## src/rtl/gpio_pkg.sv

```systemverilog
package gpio_pkg;
   // register selected by a bus offset
   typedef enum logic [1:0] {
      SEL_NONE = 2'd0,
      SEL_PIN  = 2'd1,
      SEL_DIR  = 2'd2,
      SEL_DATA = 2'd3
   } gpio_sel_e;

   function automatic gpio_sel_e decode_sel(input int unsigned ofs,
                                            input int unsigned pin_ofs,
                                            input int unsigned dir_ofs,
                                            input int unsigned data_ofs);
      if (ofs == data_ofs)     return SEL_DATA;
      else if (ofs == dir_ofs) return SEL_DIR;
      else if (ofs == pin_ofs) return SEL_PIN;
      else                     return SEL_NONE;
   endfunction
endpackage

```

## src/rtl/gpio_regs.sv

```systemverilog
module gpio_regs
   import gpio_pkg::*;
#(
   parameter int WIDTH = 8
)(
   input  logic             clk,
   input  logic             rst_n,
   input  logic             wr_en,
   input  gpio_sel_e        sel,
   input  logic [WIDTH-1:0] wdata,
   output logic [WIDTH-1:0] latch_q,
   output logic [WIDTH-1:0] dir_q
);
   always_ff @(posedge clk or negedge rst_n) begin
      if (!rst_n) begin
         latch_q <= '0;
         dir_q   <= '0;
      end else if (wr_en) begin
         if (sel == SEL_DATA) latch_q <= wdata;
         if (sel == SEL_DIR)  dir_q   <= wdata;
      end
   end
endmodule

```

## src/rtl/gpio_sync.sv

```systemverilog
module gpio_sync #(
   parameter int WIDTH  = 8,
   parameter int STAGES = 2
)(
   input  logic             clk,
   input  logic             rst_n,
   input  logic [WIDTH-1:0] d,
   output logic [WIDTH-1:0] q
);
   logic [STAGES-1:0][WIDTH-1:0] chain;

   always_ff @(posedge clk or negedge rst_n) begin
      if (!rst_n) chain[0] <= '0;
      else        chain[0] <= d;
   end

   for (genvar s = 1; s < STAGES; s++) begin : g_stage
      always_ff @(posedge clk or negedge rst_n) begin
         if (!rst_n) chain[s] <= '0;
         else        chain[s] <= chain[s-1];
      end
   end

   assign q = chain[STAGES-1];
endmodule

```

## src/rtl/gpio_pad_ctrl.sv

```systemverilog
module gpio_pad_ctrl #(
   parameter int WIDTH  = 8,
   parameter bit USE_RX = 1'b1,
   parameter bit USE_TX = 1'b1,
   parameter int RX_BIT = 0,
   parameter int TX_BIT = 1
)(
   input  logic             rst_n,
   input  logic [WIDTH-1:0] latch_q,
   input  logic [WIDTH-1:0] dir_q,
   input  logic             rx_en,
   input  logic             tx_en,
   input  logic             tx_data,
   output logic [WIDTH-1:0] pin_oe,
   output logic [WIDTH-1:0] pin_out,
   output logic [WIDTH-1:0] pin_pu
);
   logic [WIDTH-1:0] oe_raw;

   for (genvar i = 0; i < WIDTH; i++) begin : g_pin
      if (USE_RX && i == RX_BIT) begin : g_rx
         // receive override: input only, pull-up still from latch
         assign oe_raw[i]  = rx_en ? 1'b0 : dir_q[i];
         assign pin_out[i] = latch_q[i];
         assign pin_pu[i]  = rx_en ? latch_q[i] : (latch_q[i] & ~dir_q[i]);
      end else if (USE_TX && i == TX_BIT) begin : g_tx
         // transmit override: driven from serial data
         assign oe_raw[i]  = tx_en | dir_q[i];
         assign pin_out[i] = tx_en ? tx_data : latch_q[i];
         assign pin_pu[i]  = ~tx_en & latch_q[i] & ~dir_q[i];
      end else begin : g_plain
         assign oe_raw[i]  = dir_q[i];
         assign pin_out[i] = latch_q[i];
         assign pin_pu[i]  = latch_q[i] & ~dir_q[i];
      end
   end

   // reset tri-states the port without needing a clock
   assign pin_oe = rst_n ? oe_raw : '0;

   if (!USE_RX) begin : g_no_rx
      logic unused_rx;
      assign unused_rx = rx_en;
   end
   if (!USE_TX) begin : g_no_tx
      logic unused_tx;
      assign unused_tx = tx_en ^ tx_data;
   end
endmodule

```

## src/rtl/gpio_port.sv

```systemverilog
module gpio_port
   import gpio_pkg::*;
#(
   parameter int WIDTH       = 8,
   parameter int ADDR_W      = 3,
   parameter int PIN_OFS     = 1,
   parameter int DIR_OFS     = 2,
   parameter int DATA_OFS    = 3,
   parameter int SYNC_STAGES = 2,
   parameter bit USE_RX      = 1'b1,
   parameter bit USE_TX      = 1'b1,
   parameter int RX_BIT      = 0,
   parameter int TX_BIT      = 1
)(
   input  logic              clk,
   input  logic              rst_n,
   input  logic              bus_sel,
   input  logic              bus_wr,
   input  logic [ADDR_W-1:0] bus_addr,
   input  logic [WIDTH-1:0]  bus_wdata,
   output logic [WIDTH-1:0]  bus_rdata,
   input  logic              rx_en,
   input  logic              tx_en,
   input  logic              tx_data,
   input  logic [WIDTH-1:0]  pin_in,
   output logic [WIDTH-1:0]  pin_oe,
   output logic [WIDTH-1:0]  pin_out,
   output logic [WIDTH-1:0]  pin_pu
);
   localparam int NUM_OFS = 1 << ADDR_W;

   // elaboration checks
   if (WIDTH < 2) begin : g_bad_width
      $error("gpio_port: WIDTH must be at least 2");
   end
   if (SYNC_STAGES < 2) begin : g_bad_sync
      $error("gpio_port: SYNC_STAGES must be at least 2");
   end
   if (PIN_OFS >= NUM_OFS || DIR_OFS >= NUM_OFS || DATA_OFS >= NUM_OFS) begin : g_bad_ofs
      $error("gpio_port: offset outside address range");
   end
   if (PIN_OFS == DIR_OFS || PIN_OFS == DATA_OFS || DIR_OFS == DATA_OFS) begin : g_dup_ofs
      $error("gpio_port: offsets must differ");
   end
   if (RX_BIT >= WIDTH || TX_BIT >= WIDTH || RX_BIT == TX_BIT) begin : g_bad_bits
      $error("gpio_port: override bits invalid");
   end

   gpio_sel_e        sel;
   logic [WIDTH-1:0] latch_q;
   logic [WIDTH-1:0] dir_q;
   logic [WIDTH-1:0] pin_sync;

   assign sel = decode_sel(int'(bus_addr), PIN_OFS, DIR_OFS, DATA_OFS);

   gpio_regs #(.WIDTH(WIDTH)) u_regs (
      .clk     (clk),
      .rst_n   (rst_n),
      .wr_en   (bus_sel & bus_wr),
      .sel     (sel),
      .wdata   (bus_wdata),
      .latch_q (latch_q),
      .dir_q   (dir_q)
   );

   gpio_sync #(.WIDTH(WIDTH), .STAGES(SYNC_STAGES)) u_sync (
      .clk   (clk),
      .rst_n (rst_n),
      .d     (pin_in),
      .q     (pin_sync)
   );

   gpio_pad_ctrl #(
      .WIDTH  (WIDTH),
      .USE_RX (USE_RX),
      .USE_TX (USE_TX),
      .RX_BIT (RX_BIT),
      .TX_BIT (TX_BIT)
   ) u_pad (
      .rst_n   (rst_n),
      .latch_q (latch_q),
      .dir_q   (dir_q),
      .rx_en   (rx_en),
      .tx_en   (tx_en),
      .tx_data (tx_data),
      .pin_oe  (pin_oe),
      .pin_out (pin_out),
      .pin_pu  (pin_pu)
   );

   always_comb begin
      unique case (sel)
         SEL_DATA: bus_rdata = latch_q;
         SEL_DIR:  bus_rdata = dir_q;
         SEL_PIN:  bus_rdata = pin_sync;
         default:  bus_rdata = '0;
      endcase
   end
endmodule

```

## config.mk

```make
export PLATFORM = sky130hd
export DESIGN_NAME = gpio_port
export DESIGN_NICKNAME = d
export VERILOG_FILES = /design/src/rtl/gpio_pkg.sv /design/src/rtl/gpio_regs.sv /design/src/rtl/gpio_sync.sv /design/src/rtl/gpio_pad_ctrl.sv /design/src/rtl/gpio_port.sv
export SDC_FILE = /design/constraint.sdc
export NUM_CORES = 1
export LEC_CHECK = 0
export BUFFER_PORTS_ARGS = -buffer_cell sky130_fd_sc_hd__buf_4
export CORE_UTILIZATION = 47
export DETAILED_ROUTE_END_ITERATION = 8
export GPL_TIMING_DRIVEN = 0
export PLACE_DENSITY = 0.78
export SETUP_SLACK_MARGIN = 0.5
export SLEW_MARGIN = 0
export SYNTH_ARGS = -nofsm -noshare
export SYNTH_HDL_FRONTEND = slang
export SYNTH_SLANG_ARGS = --single-unit
export TNS_END_PERCENT = 10
```

## constraint.sdc

```tcl
create_clock -name clk -period 1.3 [get_ports clk]
set_input_delay 0.26 -clock clk [delete_from_list [all_inputs] [get_ports clk]]
set_output_delay 0.26 -clock clk [all_outputs]
set_load 0.1 [all_outputs]
```

# After elaboration in Yosys (flattened, before gate mapping)
# Index checks and enable logic that the tools add are counted.
# op_classes
n_eq_ne	6
n_mux	8
bitwise_logic	20
reduce_logical	2
# op_table
operator	count
$pmux 8 s3	1
$and 1x1->1	10
$not 1->1	9
$mux 8	1
$eq 3x2->1 const B	2
$eq 2x2->1 const B	2
$mux 1	4
$mux 2	2
$reduce_and 2->1	2
$eq 3x1->1 const B	1
$eq 2x1->1 const B	1
$or 1x1->1	1
# word_totals
reg_bits	32
input_bits	26
output_inout_bits	32
elab_cells	40

# Logic depth before layout (Yosys ltp)
# Gate-level depths: netlist of run 1.
# depth
depth_word	6
ltp_mapped	5
mapped_depth_nobuf	3

# Hierarchy
# Synthesis of run 1 repeated with hierarchy kept, for this count alone.
# unflattened
hier_cells	115
area_unflattened_um2	1502.7
# by_module_without_submodules
module	instances	cells_each	area_each_um2	seq_area_each_um2
gpio_regs	1	34	618.1	400.4
gpio_sync	1	24	460.4	400.4
gpio_port	1	32	249.0	0.0
gpio_pad_ctrl	1	25	175.2	0.0

# Worst setup path after synthesis of run 1
# No wires, ideal clock.
# synth_path
path_kind	register -> output
startpoint	register u_regs.dir_q[1]
endpoint	output port pin_pu[1]
arrival_ns	2.607
required_ns	1.040
slack_ns	-1.567
stages_incl_launch_ff	2
n_path_buf	0
cell_sequence	dfrtp_1 > nor3b_1
# synth_via
elab_chain_len	2
# synth_lines
item	line_no	source
from (decl)	gpio_regs.sv:12	output logic [WIDTH-1:0] dir_q
from (signal assigned)	gpio_regs.sv:20	if (sel == SEL_DIR) dir_q <= wdata;
$not 1->1	gpio_pad_ctrl.sv:30	assign pin_pu[i] = ~tx_en & latch_q[i] & ~dir_q[i];
$and 1x1->1	gpio_pad_ctrl.sv:30	
to (decl)	gpio_port.sv:28	output logic [WIDTH-1:0] pin_pu
# No other way between the ends.

# Worst setup path after layout of run 1
# layout_path
startpoint	register u_regs.latch_q[2]
endpoint	output port bus_rdata[2]
# layout_via
elab_chain_len	1
# layout_lines
item	line_no	source
from (decl)	gpio_regs.sv:11	output logic [WIDTH-1:0] latch_q,
from (signal assigned)	gpio_regs.sv:19	if (sel == SEL_DATA) latch_q <= wdata;
$pmux 8 s3	gpio_port.sv:92	unique case (sel)
to (decl)	gpio_port.sv:21	output logic [WIDTH-1:0] bus_rdata,
# No other way between the ends.

==> metrics.cfg, run 1 <==
[clock_network]
cts_buffer_depth = 2
cts_max_level = 2
cts_sinks = 32
cts_tree = yes
clockRootBuffer = clkbuf_4
cts-buffers-inserted = 5
clk_latency_ns = 0.34
cts.reportedPaths.clkPinSlew_ns = 0.11

[sta]
drv_slew = 0
timing.final.crit_period_ns = 1.79
hold_viol_final = 32
fmax_ghz = 0.558
fin_ws_ns = -0.492
fin_crit_sh_pct = 138
slew_headroom_pct = 43.6
worst_clock_skew_ns = 0.00374
worst_pin_slew_ns = 0.842
timing.hold.ws_ns = -0.212
rsz0062_at_grt = yes
setup_viol = 48

[pwr]
p_leak_nw = 1.15
irDropWorstVdd_mv = 1.55
p_per_area_nw_per_um2 = 1840

[routing]
drt_iter0_drc = 55
routed_via_density = 5.58
firstDrtPassIters = 6
ant_nets = 0
vias = 1143
drt-total-wl_mm = 4.66
drc = 10
routedWlPerCell_um = 22.7

[outcome]
violations = design-rule violations, negative hold slack, negative setup slack
status = finished, violations left

[cells_and_area]
syn_to_final_growth_pct = 83.5
drive_gt1_share_pct = 81.6
antennaDiodeCount = 0
multi_input_area_um2 = 694
seq_area_um2 = 807
layout.cells.non_filler = 205
post-route-util_pct = 92.7
nFillCells = 90
fin_nets = 200

[setup_path]
cp_data_required_time_ns = 1.04
worstSetupPathType = reg -> out
cp.arrival_ns = 1.53
end_kind = primary output
ff2ff_setup_slack_ns = 0.31
crit_path_start_kind = register
worst_r2r_startpoint = u_regs.latch_q[3]
cp_top_family = flip-flops
reg2reg_depth = 3
cp_slowest_cell = dfrtp_1
cp-startpoint = u_regs.latch_q[2]
critical_path_depth = 4
crit_chain = mux2_2, a22oi_2, nor2_4, buf_12
critPathMaxStageDelay_ns = 0.42
worstPathBufferInverterCount = 1
r2r_end = u_regs.latch_q[3]
endpoint = bus_rdata[2]
cp_max_fo = 2

[global_route]
grt_max_degree = 41
grt_overflow = 0
grt_pass1_vias = 1202
grt_first_pass_wirelength_mm = 6.02
grt_use_total_pct = 25.7
grt_antenna_before_repair = 0

[synthesis]
ys.warnings.count = 0
yosysMostFrequentCell = dfrtp_1
yosys-top-cells-count = dfrtp_1 (32), mux2_2 (25), a22oi_1 (8), buf_4 (8), nor2_1 (8)
synth.top_cell.area_share_pct = 56.5
synth-seq-cells = 32
netlist_area_um2 = 1420
synthFlopType = dfrtp_1
yosysTopAreaCell = dfrtp_1
yosysUniqueCellTypes = 18
synth_cells = 106
syn_nets = 132
yosysSeqAreaShare_pct = 56.5
syn_avg_cell_area_um2 = 13.4
synth_edf_count = 0
ys_async_sr_fraction_pct = 100
synth.area.top_cells = dfrtp_1 (56%), mux2_2 (20%), a22oi_1 (4.2%)

[placement]
place_inst = 191
portBuffers = 54
hpwl_mm = 2.04
gp_congestion = 0.700

[floorplanning]
start_util_pct = 50.5
die-area_um2 = 3240
rows = 19
num_io_pins = 58
core_area_um2 = 2810
die_w_um = 56.9
die_y_um = 56.9

[job]
max_cap_violations = 0

[min_path]
hp-class = in -> async

cells by family after synthesis:
family / share of synthesized area [%]
AO/OA/AOI/OAI: 5.30
buffers and inverters: 6.44
flip-flops: 56.5
multiplexers: 19.9
AND/OR/NAND/NOR: 11.9
report_power, final:
part	leakage (nW)	total [mW]	switching, mW	internal (mW)
clock	0.0374	0.654	0.347	0.306
sequential	0.377	1.30	0.162	1.14
combinational	0.737	2.82	1.68	1.13
how the worst min path moves through the flow:
stage	to	slack (ns)	start
final	u_regs.latch_q[2]	-0.21	rst_n
after global routing	u_sync.chain[2]	-0.21	rst_n
after CTS	u_sync.q[2]	-0.13	rst_n
after detailed placement	u_sync.q[2]	0.24	rst_n
after global placement	u_sync.q[2]	0.24	rst_n
after floorplan	u_regs.dir_q[0]	-0.04	rst_n
cells in the final DEF, fill, tap and decap left out, drive strengths merged, types with 2 or more instances in the layout:
cell	n
a22oi	8
nor2	8
mux2	25
nand2	2
buf	72
nor2b	7
clkbuf	7
nor3b	2
dfrtp	32
and2	6
timing repair:
item | CTS | global route
setup endpoints to repair | 48 | 48
setup buffers | 5 | 2
gates resized for setup | 106 | 22
hold endpoints to repair | 32 | 32
pin swaps | 6 | 6
registers in the layout, indices dropped and copies added (netlist names):
name and cells:
u_sync.chain 8, u_regs.dir_q 8, u_regs.latch_q 8, u_sync.q 8
per-stage QoR:
stage                     hold slack [ns]  cell area, µm²  worst slack [ns]  power (mW)  TNS (ns)
after floorplan                   -0.0356            1530            -0.205        2.93     -5.65
after detailed placement            0.239            1980            -0.484        3.32     -9.24
after global placement              0.236            1980            -0.484        3.29     -8.98
after CTS                          -0.133            2510            -0.427        4.58     -7.37
after global routing               -0.210            2600            -0.546        4.91    -11.02
final                              -0.212            2600            -0.492        4.77     -8.90
per-layer routing:
metal  track usage [%]  up-vias  wire [µm]
li1                  -      493          -
met1              26.7      567       1630
met2              46.1       65       2600
met3              7.60       18        267
met4              13.9        0        155
met5                 0        -          0
layout make-up:
class	count	share of cell area [%]
Sequential cell	32	31.0
Timing Repair Buffer	61	33.3
Tap cell	31	1.49
Inverter	1	0.144
Multi-Input combinational cell	62	26.7
Clock buffer	7	2.50
Buffer	11	4.86
Power figures use the tool's default switching activity.
==> run 2: changes to the inputs <==
--- a/config.mk
+++ b/config.mk
@@ -6,11 +6,13 @@
 export NUM_CORES = 1
 export LEC_CHECK = 0
 export BUFFER_PORTS_ARGS = -buffer_cell sky130_fd_sc_hd__buf_4
+export CORE_MARGIN = 5
 export CORE_UTILIZATION = 47
 export DETAILED_ROUTE_END_ITERATION = 8
 export GPL_TIMING_DRIVEN = 0
 export PLACE_DENSITY = 0.78
 export SETUP_SLACK_MARGIN = 0.5
+export SKIP_CTS_REPAIR_TIMING = 1
 export SLEW_MARGIN = 0
 export SYNTH_ARGS = -nofsm -noshare
 export SYNTH_HDL_FRONTEND = slang
==> metrics.cfg, run 2 (synthesized netlist as in run 1, its figures left out) <==
[routing]
firstDrtPassIters = 2  ; was 6
ant_nets = 0  ; unchanged
drt_iter0_drc = 26  ; was 55
drc = 0  ; was 10
routed_via_density = 5.24  ; was 5.58
drt-total-wl_mm = 3.52  ; was 4.66 mm
routedWlPerCell_um = 17.4  ; was 22.7 µm
vias = 1063  ; was 1143

[pwr]
p_per_area_nw_per_um2 = 1810  ; was 1840 nW/µm²
p_leak_nw = 1.10  ; was 1.15 nW
irDropWorstVdd_mv = 1.38  ; was 1.55 mV

[global_route]
grt_antenna_before_repair = 0  ; unchanged
grt_overflow = 0  ; unchanged
grt_first_pass_wirelength_mm = 5.23  ; was 6.02 mm
grt_pass1_vias = 1085  ; was 1202
grt_max_degree = 41  ; unchanged
grt_use_total_pct = 16.7  ; was 25.7%

[cells_and_area]
nFillCells = 168  ; was 90
antennaDiodeCount = 0  ; unchanged
fin_nets = 195  ; was 200
syn_to_final_growth_pct = 74.0  ; was 83.5%
final_cell_mix = dfrtp_1 (30), buf_4 (28), buf_12 (24)  ; was buf_12 (30), dfrtp_1 (27), mux2_2 (22), buf_4 (22), buf_6 (17)
final_common_cell = dfrtp_1  ; was buf_12
drive_gt1_share_pct = 78.2  ; was 81.6%

[clock_network]
cts_buffer_depth = 2  ; unchanged
cts.reportedPaths.clkPinSlew_ns = 0.10  ; was 0.11 ns
clockRootBuffer = clkbuf_4  ; unchanged
cts_tree = yes  ; unchanged
cts_max_level = 2  ; unchanged
clk_latency_ns = 0.33  ; was 0.34 ns
cts_sinks = 32  ; unchanged
cts-buffers-inserted = 5  ; unchanged

[outcome]
violations = negative hold slack, negative setup slack  ; was design-rule violations, negative hold slack, negative setup slack
status = finished, violations left  ; unchanged

[setup_path]
worstPathBufferInverterCount = 1  ; unchanged
cp_slowest_cell = dfrtp_1  ; unchanged
end_kind = primary output  ; unchanged
crit_chain = mux2_4, a22oi_2, nor2_4, buf_12  ; was mux2_2, a22oi_2, nor2_4, buf_12
cp.arrival_ns = 1.47  ; was 1.53 ns
cp_data_required_time_ns = 1.04  ; about the same
crit_path_start_kind = register  ; unchanged
cp_max_fo = 3  ; was 2
critPathMaxStageDelay_ns = 0.41  ; was 0.42 ns
worstSetupPathType = reg -> out  ; unchanged
cp_top_family = flip-flops  ; unchanged

[sta]
fmax_ghz = 0.580  ; was 0.558 GHz
worst_pin_slew_ns = 0.727  ; was 0.842 ns
drv_slew = 0  ; unchanged
setup_viol = 46  ; was 48
timing.hold.ws_ns = -0.199  ; was -0.212 ns
worst_clock_skew_ns = 0.00603  ; was 0.00374 ns
fin_crit_sh_pct = 133  ; was 138%
rsz0062_at_grt = yes  ; unchanged
timing.final.crit_period_ns = 1.73  ; was 1.79 ns
hold_viol_final = 32  ; unchanged
slew_headroom_pct = 51.3  ; was 43.6%
fin_ws_ns = -0.425  ; was -0.492 ns

[floorplanning]
die_y_um = 64.9  ; was 56.9 µm
rows = 20  ; was 19
start_util_pct = 47.6  ; was 50.5%
core_area_um2 = 2980  ; was 2810 µm²
die_w_um = 64.9  ; was 56.9 µm
die-area_um2 = 4210  ; was 3240 µm²
num_io_pins = 58  ; unchanged

[placement]
gp_congestion = 0.742  ; was 0.700
hpwl_mm = 2.26  ; was 2.04 mm
portBuffers = 54  ; unchanged
pre_cts_slack_ns = -0.454  ; was -0.484 ns

[job]
max_cap_violations = 0  ; unchanged

[min_path]
hp-class = in -> async  ; unchanged

run 2: layer usage:
metal | global-route usage, % | part of all wire [%]
met1 | 19.5 | 37
met2 | 26.6 | 54
met3 | 8.84 | 8.3
met4 | 4.75 | 0.77
met5 | 0 | 0
run 2: through the flow:
stage / TNS (ns) / util [%] / area, µm² / power [mW] / std cells
finish: -6.59 / 82.8 / 2470 / 4.47 / 203
CTS: -8.35 / 68.5 / 2040 / 3.93 / 201
floorplan: -5.65 / - / 1530 / 2.93 / 106
global route: -8.66 / 82.8 / 2470 / 4.64 / 203
global placement: -8.86 / 66.5 / 1980 / 3.30 / 193
detailed placement: -9.12 / 66.5 / 1980 / 3.34 / 193
run 2: worst paths after layout:
kind	start	to	slack [ns]	cells after the start
max in group asynchronous	rst_n	u_regs.dir_q[0]	1.22	1
worst min-delay path	rst_n	u_sync.q[7]	-0.20	1
worst max register to register	u_regs.dir_q[0]	u_regs.dir_q[0]	0.45	1
worst min register to register	u_sync.chain[7]	u_sync.q[7]	0.36	0
min in group clk	pin_in[5]	u_sync.chain[5]	0.03	1
worst max-delay path	u_regs.latch_q[0]	bus_rdata[0]	-0.43	4
run 2: layout make-up:
cell class | instances | area, µm² | area share, %
Clock inverter | 2 | 10.0 | 0.406
Clock buffer | 6 | 51.3 | 2.08
Buffer | 11 | 108 | 4.36
Inverter | 1 | 3.75 | 0.152
Timing Repair Buffer | 56 | 768 | 31.2
Multi-Input combinational cell | 62 | 681 | 27.6
Sequential cell | 32 | 803 | 32.6
Tap cell | 33 | 41.3 | 1.67
run 2: power by group:
part | internal (mW) | total (mW) | switching, mW
registers | 1.14 | 1.28 | 0.145
clock network | 0.257 | 0.591 | 0.334
logic | 0.993 | 2.59 | 1.60
total | 2.39 | 4.47 | 2.08
